<file path="src/rtl/fsel_pkg.sv">
package fsel_pkg;

  localparam int STATE_W = 3;

  typedef enum logic [2:0] {
    TS_RUN        = 3'd0,
    TS_IDLE       = 3'd1,
    TS_BLOCKED    = 3'd2,
    TS_SQUASH     = 3'd3,
    TS_MISS_WAIT  = 3'd4,
    TS_RETRY_WAIT = 3'd5,
    TS_FILL_DONE  = 3'd6,
    TS_SPARE      = 3'd7
  } thr_state_e;

  typedef enum logic [1:0] {
    POL_FIXED0    = 2'd0,
    POL_ROTATE    = 2'd1,
    POL_IQ_LEAST  = 2'd2,
    POL_LSQ_LEAST = 2'd3
  } pick_policy_e;

  function automatic logic state_can_fetch(input logic [STATE_W-1:0] st);
    return (st == TS_RUN) || (st == TS_IDLE) || (st == TS_FILL_DONE);
  endfunction

endpackage

</file>
<file path="src/rtl/fsel_eligibility.sv">
module fsel_eligibility
  import fsel_pkg::*;
#(
  parameter int NT = 4
) (
  input  logic [NT*STATE_W-1:0] state_flat,
  input  logic [NT-1:0]         active,
  output logic [NT-1:0]         elig
);

  for (genvar t = 0; t < NT; t++) begin : g_thr
    assign elig[t] = active[t] & state_can_fetch(state_flat[t*STATE_W +: STATE_W]);
  end

endmodule

</file>
<file path="src/rtl/fsel_rotate_slot.sv">
module fsel_rotate_slot #(
  parameter int NT = 4,
  parameter int TW = 2
) (
  input  logic                  en,
  input  logic [NT-1:0]         elig,
  input  logic [NT-1:0][TW-1:0] order_in,
  output logic                  found,
  output logic [TW-1:0]         tid,
  output logic [NT-1:0][TW-1:0] order_out
);

  logic          hit;
  logic [TW-1:0] pos;

  // first eligible entry counted from the head
  always_comb begin
    hit = 1'b0;
    pos = '0;
    for (int i = 0; i < NT; i++) begin
      if (!hit && elig[order_in[i]]) begin
        hit = 1'b1;
        pos = TW'(i);
      end
    end
  end

  assign found = en & hit;
  assign tid   = found ? order_in[pos] : '0;

  // close the gap and re-append the granted id at the tail
  always_comb begin
    order_out = order_in;
    if (found) begin
      for (int i = 0; i < NT - 1; i++) begin
        if (i >= int'(pos)) order_out[i] = order_in[i+1];
      end
      order_out[NT-1] = order_in[pos];
    end
  end

endmodule

</file>
<file path="src/rtl/fsel_least_occ.sv">
module fsel_least_occ #(
  parameter int NT = 4,
  parameter int OW = 5,
  parameter int TW = 2
) (
  input  logic [NT-1:0]    elig,
  input  logic [NT*OW-1:0] occ_flat,
  output logic             found,
  output logic [TW-1:0]    tid
);

  logic [OW-1:0] best;

  // strict less-than keeps the lower id on a tie
  always_comb begin
    found = 1'b0;
    tid   = '0;
    best  = '0;
    for (int t = 0; t < NT; t++) begin
      if (elig[t] && (!found || occ_flat[t*OW +: OW] < best)) begin
        found = 1'b1;
        best  = occ_flat[t*OW +: OW];
        tid   = TW'(t);
      end
    end
  end

endmodule

</file>
<file path="src/rtl/fetch_thread_selector.sv">
module fetch_thread_selector
  import fsel_pkg::*;
#(
  parameter int NUM_THREADS = 4,
  parameter int NUM_SLOTS   = 2,
  parameter int OCC_W       = 5,
  localparam int TID_W      = (NUM_THREADS > 1) ? $clog2(NUM_THREADS) : 1
) (
  input  logic                         clk,
  input  logic                         rst_n,
  input  logic                         fetch_en,
  input  logic                         drain_req,
  input  logic [1:0]                   policy,
  input  logic [NUM_THREADS*STATE_W-1:0] thread_state,
  input  logic [NUM_THREADS-1:0]       thread_active,
  input  logic [NUM_THREADS*OCC_W-1:0] iq_occ,
  input  logic [NUM_THREADS*OCC_W-1:0] lsq_occ,
  output logic [NUM_SLOTS-1:0]         sel_none,
  output logic [NUM_SLOTS*TID_W-1:0]   sel_tid
);

  localparam bit MULTI = (NUM_THREADS > 1);

  logic [NUM_THREADS-1:0]                         elig;
  logic [NUM_THREADS-1:0][TID_W-1:0]              order_q;
  logic [NUM_SLOTS:0][NUM_THREADS-1:0][TID_W-1:0] chain;
  logic [NUM_SLOTS-1:0]                           slot_en;
  logic [NUM_SLOTS-1:0]                           slot_found;
  logic                                           rot_mode;
  logic                                           rr_commit;
  logic                                           iq_found, lsq_found;
  logic [TID_W-1:0]                               iq_tid, lsq_tid;

  fsel_eligibility #(.NT(NUM_THREADS)) i_elig (
    .state_flat (thread_state),
    .active     (thread_active),
    .elig       (elig)
  );

  fsel_least_occ #(.NT(NUM_THREADS), .OW(OCC_W), .TW(TID_W)) i_iq_pick (
    .elig     (elig),
    .occ_flat (iq_occ),
    .found    (iq_found),
    .tid      (iq_tid)
  );

  fsel_least_occ #(.NT(NUM_THREADS), .OW(OCC_W), .TW(TID_W)) i_lsq_pick (
    .elig     (elig),
    .occ_flat (lsq_occ),
    .found    (lsq_found),
    .tid      (lsq_tid)
  );

  assign rot_mode   = MULTI && (policy == POL_ROTATE);
  assign slot_en[0] = fetch_en & ~drain_req;
  assign chain[0]   = order_q;

  for (genvar s = 0; s < NUM_SLOTS; s++) begin : g_slot
    logic             rot_found;
    logic [TID_W-1:0] rot_tid;
    logic             found_g;
    logic [TID_W-1:0] tid_g;

    fsel_rotate_slot #(.NT(NUM_THREADS), .TW(TID_W)) i_rot (
      .en        (slot_en[s] & rot_mode),
      .elig      (elig),
      .order_in  (chain[s]),
      .found     (rot_found),
      .tid       (rot_tid),
      .order_out (chain[s+1])
    );

    always_comb begin
      found_g = 1'b0;
      tid_g   = '0;
      if (!MULTI) begin
        found_g = slot_en[s] & elig[0];
      end else begin
        case (policy)
          POL_FIXED0: found_g = slot_en[s];
          POL_ROTATE: begin
            found_g = rot_found;
            tid_g   = rot_tid;
          end
          POL_IQ_LEAST: begin
            found_g = slot_en[s] & iq_found;
            tid_g   = found_g ? iq_tid : '0;
          end
          default: begin
            found_g = slot_en[s] & lsq_found;
            tid_g   = found_g ? lsq_tid : '0;
          end
        endcase
      end
    end

    assign slot_found[s]               = found_g;
    assign sel_none[s]                 = ~found_g;
    assign sel_tid[s*TID_W +: TID_W]   = tid_g;

    if (s < NUM_SLOTS - 1) begin : g_next
      assign slot_en[s+1] = slot_en[s] & found_g;
    end

    // a granted slot names an eligible thread unless the fixed rule applies
    a_r1_grant_eligible: assert property (@(posedge clk) disable iff (!rst_n)
      (found_g && (!MULTI || policy != POL_FIXED0)) |-> elig[tid_g]);

    if (s > 0) begin : g_stop
      // once a slot comes up empty, later slots stay empty
      a_r5_stop_after_none: assert property (@(posedge clk) disable iff (!rst_n)
        sel_none[s-1] |-> sel_none[s]);
    end
  end

  assign rr_commit = rot_mode & slot_en[0] & slot_found[0];

  always_ff @(posedge clk) begin
    if (!rst_n) begin
      for (int i = 0; i < NUM_THREADS; i++) order_q[i] <= TID_W'(i);
    end else if (rr_commit) begin
      order_q <= chain[NUM_SLOTS];
    end
  end

  logic [NUM_THREADS-1:0] present;
  always_comb begin
    present = '0;
    for (int i = 0; i < NUM_THREADS; i++) present[order_q[i]] = 1'b1;
  end

  // the rotating list always holds every thread id exactly once
  a_r2_list_permutation: assert property (@(posedge clk) disable iff (!rst_n)
    $countones(present) == NUM_THREADS);

  // drain or no fetch request leaves every slot empty
  a_r6_drain_blocks: assert property (@(posedge clk) disable iff (!rst_n)
    (drain_req || !fetch_en) |-> (&sel_none));

  // the list is stable across edges without a rotating grant
  a_r10_list_holds: assert property (@(posedge clk) disable iff (!rst_n)
    !rr_commit |=> $stable(order_q));

  // fixed rule with several threads grants thread 0 in slot 0
  a_r8_fixed_zero: assert property (@(posedge clk) disable iff (!rst_n)
    (MULTI && policy == POL_FIXED0 && fetch_en && !drain_req)
      |-> (!sel_none[0] && sel_tid[TID_W-1:0] == '0));

endmodule

</file>
<file path="config.mk">
export PLATFORM = sky130hd
export DESIGN_NAME = fetch_thread_selector
export DESIGN_NICKNAME = d
export VERILOG_FILES = /design/src/rtl/fsel_pkg.sv /design/src/rtl/fsel_eligibility.sv /design/src/rtl/fsel_rotate_slot.sv /design/src/rtl/fsel_least_occ.sv /design/src/rtl/fetch_thread_selector.sv
export SDC_FILE = /design/constraint.sdc
export NUM_CORES = 1
export LEC_CHECK = 0
export ABC_AREA = 1
export BUFFER_PORTS_ARGS = -buffer_cell sky130_fd_sc_hd__buf_2
export CAP_MARGIN = 15
export CORE_MARGIN = 3
export CORE_UTILIZATION = 55
export DETAILED_ROUTE_END_ITERATION = 7
export PLACE_DENSITY = 0.83
export SKIP_LAST_GASP = 1
export SYNTH_ARGS = -nofsm -noshare
export SYNTH_HDL_FRONTEND = slang
export SYNTH_HIERARCHICAL = 1
export SYNTH_SLANG_ARGS = --single-unit
export TNS_END_PERCENT = 5
</file>
<file path="constraint.sdc">
create_clock -name clk -period 5.6 [get_ports clk]
set_input_delay 0.28 -clock clk [delete_from_list [all_inputs] [get_ports clk]]
set_output_delay 0.28 -clock clk [all_outputs]
set_load 0.1 [all_outputs]
</file>
==> run_results.csv, run 1 <==
group,metric,value,unit
cts,cts_tree,"built",
power,fin_total_pwr,0.000378,W
sta,post-route-min-period,4950,ps
yosys,syn_area_per_cell,5.45,um2
run,cap_viol_max_count,0,
finish,largest_reg_flops,8,
cts,cts_buffers,3,
yosys,synth_edf_count,0,
sta,finalWorstSetupSlack,653,ps
global_route,grt_pass1_wl,10.6,mm
outcome,outcome,"finished, final reports clean",
setup_path,crit_top_cell,"nand2_1",
global_route,antenna_found_initial,0,
yosys,synth_area,2530,um2
hold_path,worstHoldStart,"rst_n",
finish,area_growth,19.2,%
finish,fill_cells,422,
die,die_y,73.8,um
placed_design,gp_congestion,0.918,
sta,setup_tns,0,ps
detailed_routing,drc,0,
cts,root_buffer,"clkbuf_8",
power,power.leakage,1.75,nW
cts,clkSlewWorstSetupHoldPaths,40,ps
setup_path,r2r_end,"chain[7]$_SDFFE_PN1P_",
die,die_w,73.8,um
sta,slew_violations,0,
die,rows,24,
yosys,synth_top_cell_by_area,"nand2_1",
placed_design,dp_slack,633,ps
placed_design,io_buffers,67,
hold_path,hold_depth,2,
yosys,async_flop_share,0,
finish,final_common_cell,"nand2_1",
detailed_routing,antenna_left,0,
setup_path,critPathCaptureType,"output pin",
global_route,grt_max_degree,25,
die,pin_count,68,
setup_path,crit_path_max_fanout,24,
power,p_per_area,125,nW/um2
setup_path,critPathMaxStageDelay,310,ps
sta,tightest_slew,724,ps
hold_path,hp-class,"in -> reg",
placed_design,dpl.hpwl,5.12,mm
yosys,netlist-cell-type-count,27,
detailed_routing,drt-initial-drc-count,203,
sta,relSlewSlack,0.512,
die,core-area,4380,um2
sta,post-route-period-util,0.883,
cts,cts_setup_buffers,0,
sta,max_freq,0.202,GHz
setup_path,critPathRequiredTime,5320,ps
sta,hold_violations,0,
yosys,ys_dominant_reg_cell,"dfxtp_1",
yosys,ys_ff_latch,8,
setup_path,crit_type,"in -> out",
detailed_routing,vias_per_cell,5.09,
detailed_routing,wl,6.02,mm
setup_path,cp-start-kind,"input port",
finish,num_antenna_cells,0,
setup_path,reg2reg_from,"chain[2]$_SDFFE_PN1P_",
sta,rsz0062_at_grt,"false",
global_route,gr-usage-all-layers,0.230,
detailed_routing,vias,2968,
die,dieArea,5450,um2
detailed_routing,wire_per_inst,10.3,um
setup_path,arrival,4670,ps
finish,drive_gt1_frac,0.252,
cts,cts_resized,0,
sta,setup_viol,0,
detailed_routing,dr.pass1.iters,5,
yosys,yosys_warnings,6,
global_route,grt_overflow_total,0,
cts,htreeDepth,1,
cts,clockBufferDepth,2,
setup_path,rrSetupSlack,2760,ps
global_route,first_global_vias,2598,
yosys,syn-num-nets,550,
yosys,ys_seq_area_frac,0.0633,
cts,ctsHoldBuffers,0,
yosys,netlist.area_leader.share,0.257,
sta,finClkSkew,4.18,ps
finish,final_cell_mix,"173 x nand2_1, 65 x inv_1, 63 x buf_2",
yosys,synthTopCellsByArea,"nand2_1 26%, ha_1 12%, inv_1 9.6%",
yosys,synthCells,464,
power,ir_drop,64.0,uV
setup_path,ff2ff_path_depth,22,
setup_path,slowest_stage,"ha_1",
die,start_util,0.577,
hold_path,holdPathEnd,"chain[2]$_SDFFE_PN1P_",
finish,nets,619,
cts,cts.sinks,8,
cts,clk_latency,220,ps
sta,fin_hold_ws,312,ps
## layer usage
layer  part of all wire  up-vias  global-route usage
met5                  0        -                   0
met4             0.0091        0              0.0382
met3              0.058        6              0.0123
met2               0.47       82               0.404
met1               0.46     1265               0.312
li1                   -     1615                   -
## stage by stage
stage / utilization / std cells / area, um2
2_1_floorplan: - / 464 / 2530
3_3_place_gp: 0.678 / 580 / 2970
3_5_place_dp: 0.678 / 580 / 2970
4_1_cts: 0.688 / 583 / 3010
5_1_grt: 0.688 / 583 / 3010
6_report: 0.688 / 583 / 3010
## Yosys cell counts, types with 4 or more instances
library cell / n
nor2_1: 20
nand4_1: 8
nand3_2: 11
nand2_1: 173
nand2_4: 12
o21ai_0: 18
o211ai_1: 4
o21ai_1: 14
nand2_2: 12
a211oi_1: 4
dfxtp_1: 8
inv_2: 13
inv_1: 65
or2_2: 4
nand3_1: 42
a21oi_1: 14
ha_1: 24
buf_2: 4
## worst max-delay path, delay by kind of cell
kind,cells,cell delay [ps]
AOI/OAI and AO/OA,8,1310
buffers and inverters,4,630
adders and majority gates,3,890
and+or+nand+nor,18,1530
## kinds of logic after synthesis
logic type	share of synthesized area
AND/OR/NAND/NOR	0.548
buffers and inverters	0.142
AO/OA/AOI/OAI	0.128
adder cells (fa/ha/maj)	0.119
flip-flops	0.0633
## final cells by class
class                   instances  area, um2  share of cell area
clock buffers                   3       41.3              0.0137
inverters                      82        313               0.104
multi-input cells             367       2010               0.667
flip-flops and latches          8        160              0.0531
well taps                      52       65.1              0.0216
repair buffers                 71        425               0.141
## worst max path at each step
stage / start / endpoint / slack [ps] / cells after the start
finish: thread_state[1] / sel_tid[3] / 650 / 33
global route: thread_state[0] / sel_tid[3] / 40 / 32
CTS: thread_state[1] / sel_tid[3] / 620 / 33
detailed placement: thread_state[1] / sel_tid[3] / 630 / 33
global placement: thread_state[2] / sel_tid[1] / 700 / 32
floorplan: thread_state[1] / sel_tid[0] / 470 / 32
## report_power, final
group	total (W)	switching (W)	leakage [nW]	internal, W
Sequential	0.0000593	0.00000116	0.0648	0.0000582
Combinational	0.000252	0.000158	1.66	0.0000939
Clock	0.0000672	0.0000208	0.0216	0.0000464
No activity file was read; power rests on OpenSTA's default activity.
==> run 2, diff against run 1 <==
- GPL_TIMING_DRIVEN: unset -> 0
==> run_results.csv, run 2 (synthesis gave the netlist of run 1 again) <==
group,metric,value,unit
setup_path,arrival,4710,ps
sta,post-route-min-period,4990,ps
cts,clockBufferDepth,2,
die,rows,24,
detailed_routing,vias,3020,
die,core-area,4380,um2
die,die_w,73.8,um
cts,cts_tree,"built",
sta,finClkSkew,7.03,ps
sta,hold_violations,0,
finish,largest_reg_flops,8,
finish,nets,624,
detailed_routing,drt-initial-drc-count,222,
cts,root_buffer,"clkbuf_8",
setup_path,critPathCaptureType,"output pin",
global_route,grt_pass1_wl,10.8,mm
setup_path,path_buf_inv,5,
cts,clkSlewWorstSetupHoldPaths,40,ps
die,die_y,73.8,um
sta,tightest_slew,939,ps
die,pin_count,68,
cts,clk_latency,230,ps
die,dieArea,5450,um2
detailed_routing,vias_per_cell,5.14,
sta,setup_tns,0,ps
global_route,grt_max_degree,13,
sta,slew_violations,0,
setup_path,cp-start-kind,"input port",
outcome,outcome,"finished, final reports clean",
hold_path,hp-class,"in -> reg",
setup_path,slowest_stage,"ha_1",
cts,cts_buffers,3,
die,start_util,0.577,
sta,relSlewSlack,0.372,
global_route,gr-usage-all-layers,0.240,
detailed_routing,wire_per_inst,10.8,um
sta,rsz0062_at_grt,"false",
finish,num_antenna_cells,0,
finish,final_cell_mix,"173 x nand2_1, 66 x buf_2, 65 x inv_1",
sta,fin_hold_ws,302,ps
detailed_routing,drc,0,
finish,area_growth,19.6,%
sta,max_freq,0.200,GHz
placed_design,dp.cells,583,
global_route,grt_overflow_total,0,
power,p_per_area,127,nW/um2
placed_design,gp_congestion,0.872,
finish,drive_gt1_frac,0.261,
cts,htreeDepth,1,
global_route,first_global_vias,2647,
detailed_routing,dr.pass1.iters,4,
cts,cts.sinks,8,
placed_design,io_buffers,66,
placed_design,dpl.hpwl,5.23,mm
sta,post-route-period-util,0.892,
setup_path,critPathRequiredTime,5320,ps
setup_path,crit_top_cell,"nand2_1",
global_route,antenna_found_initial,0,
setup_path,critPathMaxStageDelay,300,ps
setup_path,critical_path.top_delay_family,"simple AND/OR/NAND/NOR gates",
run,cap_viol_max_count,0,
finish,fill_cells,416,
detailed_routing,wl,6.35,mm
sta,setup_viol,0,
setup_path,crit_path_max_fanout,10,
setup_path,crit_type,"in -> out",
power,ir_drop,64.7,uV
finish,final_cells,588,
power,power.leakage,1.76,nW
detailed_routing,antenna_left,0,
finish,final_common_cell,"nand2_1",
[run 2: cell count changes in the layout (fill, tap and decap cells not counted)]
cell    change
nor2_1      -1
buf_12      -4
buf_6       +6
nor2_4      +1
buf_2       +3
[run 2: per-stage QoR]
step	instance area [um2]	util	setup slack [ps]	total power, W
after floorplan	2530	-	470	0.000250
after global placement	2920	0.667	-94.9	0.000303
after detailed placement	2940	0.670	-131	0.000311
after CTS	2980	0.680	110	0.000382
after global routing	3020	0.690	99.3	0.000424
final	3020	0.690	607	0.000385
[run 2: what timing repair did]
action,in CTS,in global routing
setup endpoints to repair,4,4
pin swaps,0,1
hold buffers,0,0
resized for setup,1,13
setup buffers,0,2
[run 2: path summary, 6_finish.rpt]
check,endpoint,from,slack [ps],cells past startpoint
setup / recovery,sel_tid[1],thread_state[1],610,33
hold / removal,chain[6]$_SDFFE_PN1P_,rst_n,300,2
setup reg to reg,chain[0]$_SDFFE_PN0P_,chain[2]$_SDFFE_PN1P_,2730,22
hold reg to reg,chain[3]$_SDFFE_PN0P_,chain[3]$_SDFFE_PN0P_,520,4
[run 2: worst register-to-register path, cell delays in order, from the launching register on]
cell,delay (ps)
dfxtp_1,440
a21oi_1,100
o21ai_1,140
nand2_2,110
nand2_4,90
inv_4,40
nand2_2,80
nand2_1,100
o21ai_0,520
inv_2,90
nand2_1,80
nand3_1,80
nand2_2,140
nand2_2,90
nand2_4,90
nand2_4,60
nand2_1,120
nand2_1,60
o21ai_1,80
inv_1,50
nand4_1,80
nand2_1,70
nor2_1,80
[run 2: area by class of cell]
type	instances	area, um2	area share
multi-input combinational	367	2020	0.667
clock buffer	3	41.3	0.0137
sequential	8	160	0.0530
tap	52	65.1	0.0215
buffer	7	46.3	0.0153
inverter	82	313	0.103
timing repair buffer	69	382	0.126
[run 2: where the power goes]
group | internal [W] | switching (W)
Clock | 0.0000466 | 0.0000232
Sequential | 0.0000581 | 0.00000124
Combinational | 0.0000952 | 0.000160
[run 2: routing by layer]
layer,vias up,GRT usage,part of all wire
met5,-,0,0
met4,0,0.0543,0.0061
li1,1621,-,-
met1,1294,0.315,0.43
met3,7,0.0164,0.077
met2,98,0.422,0.48
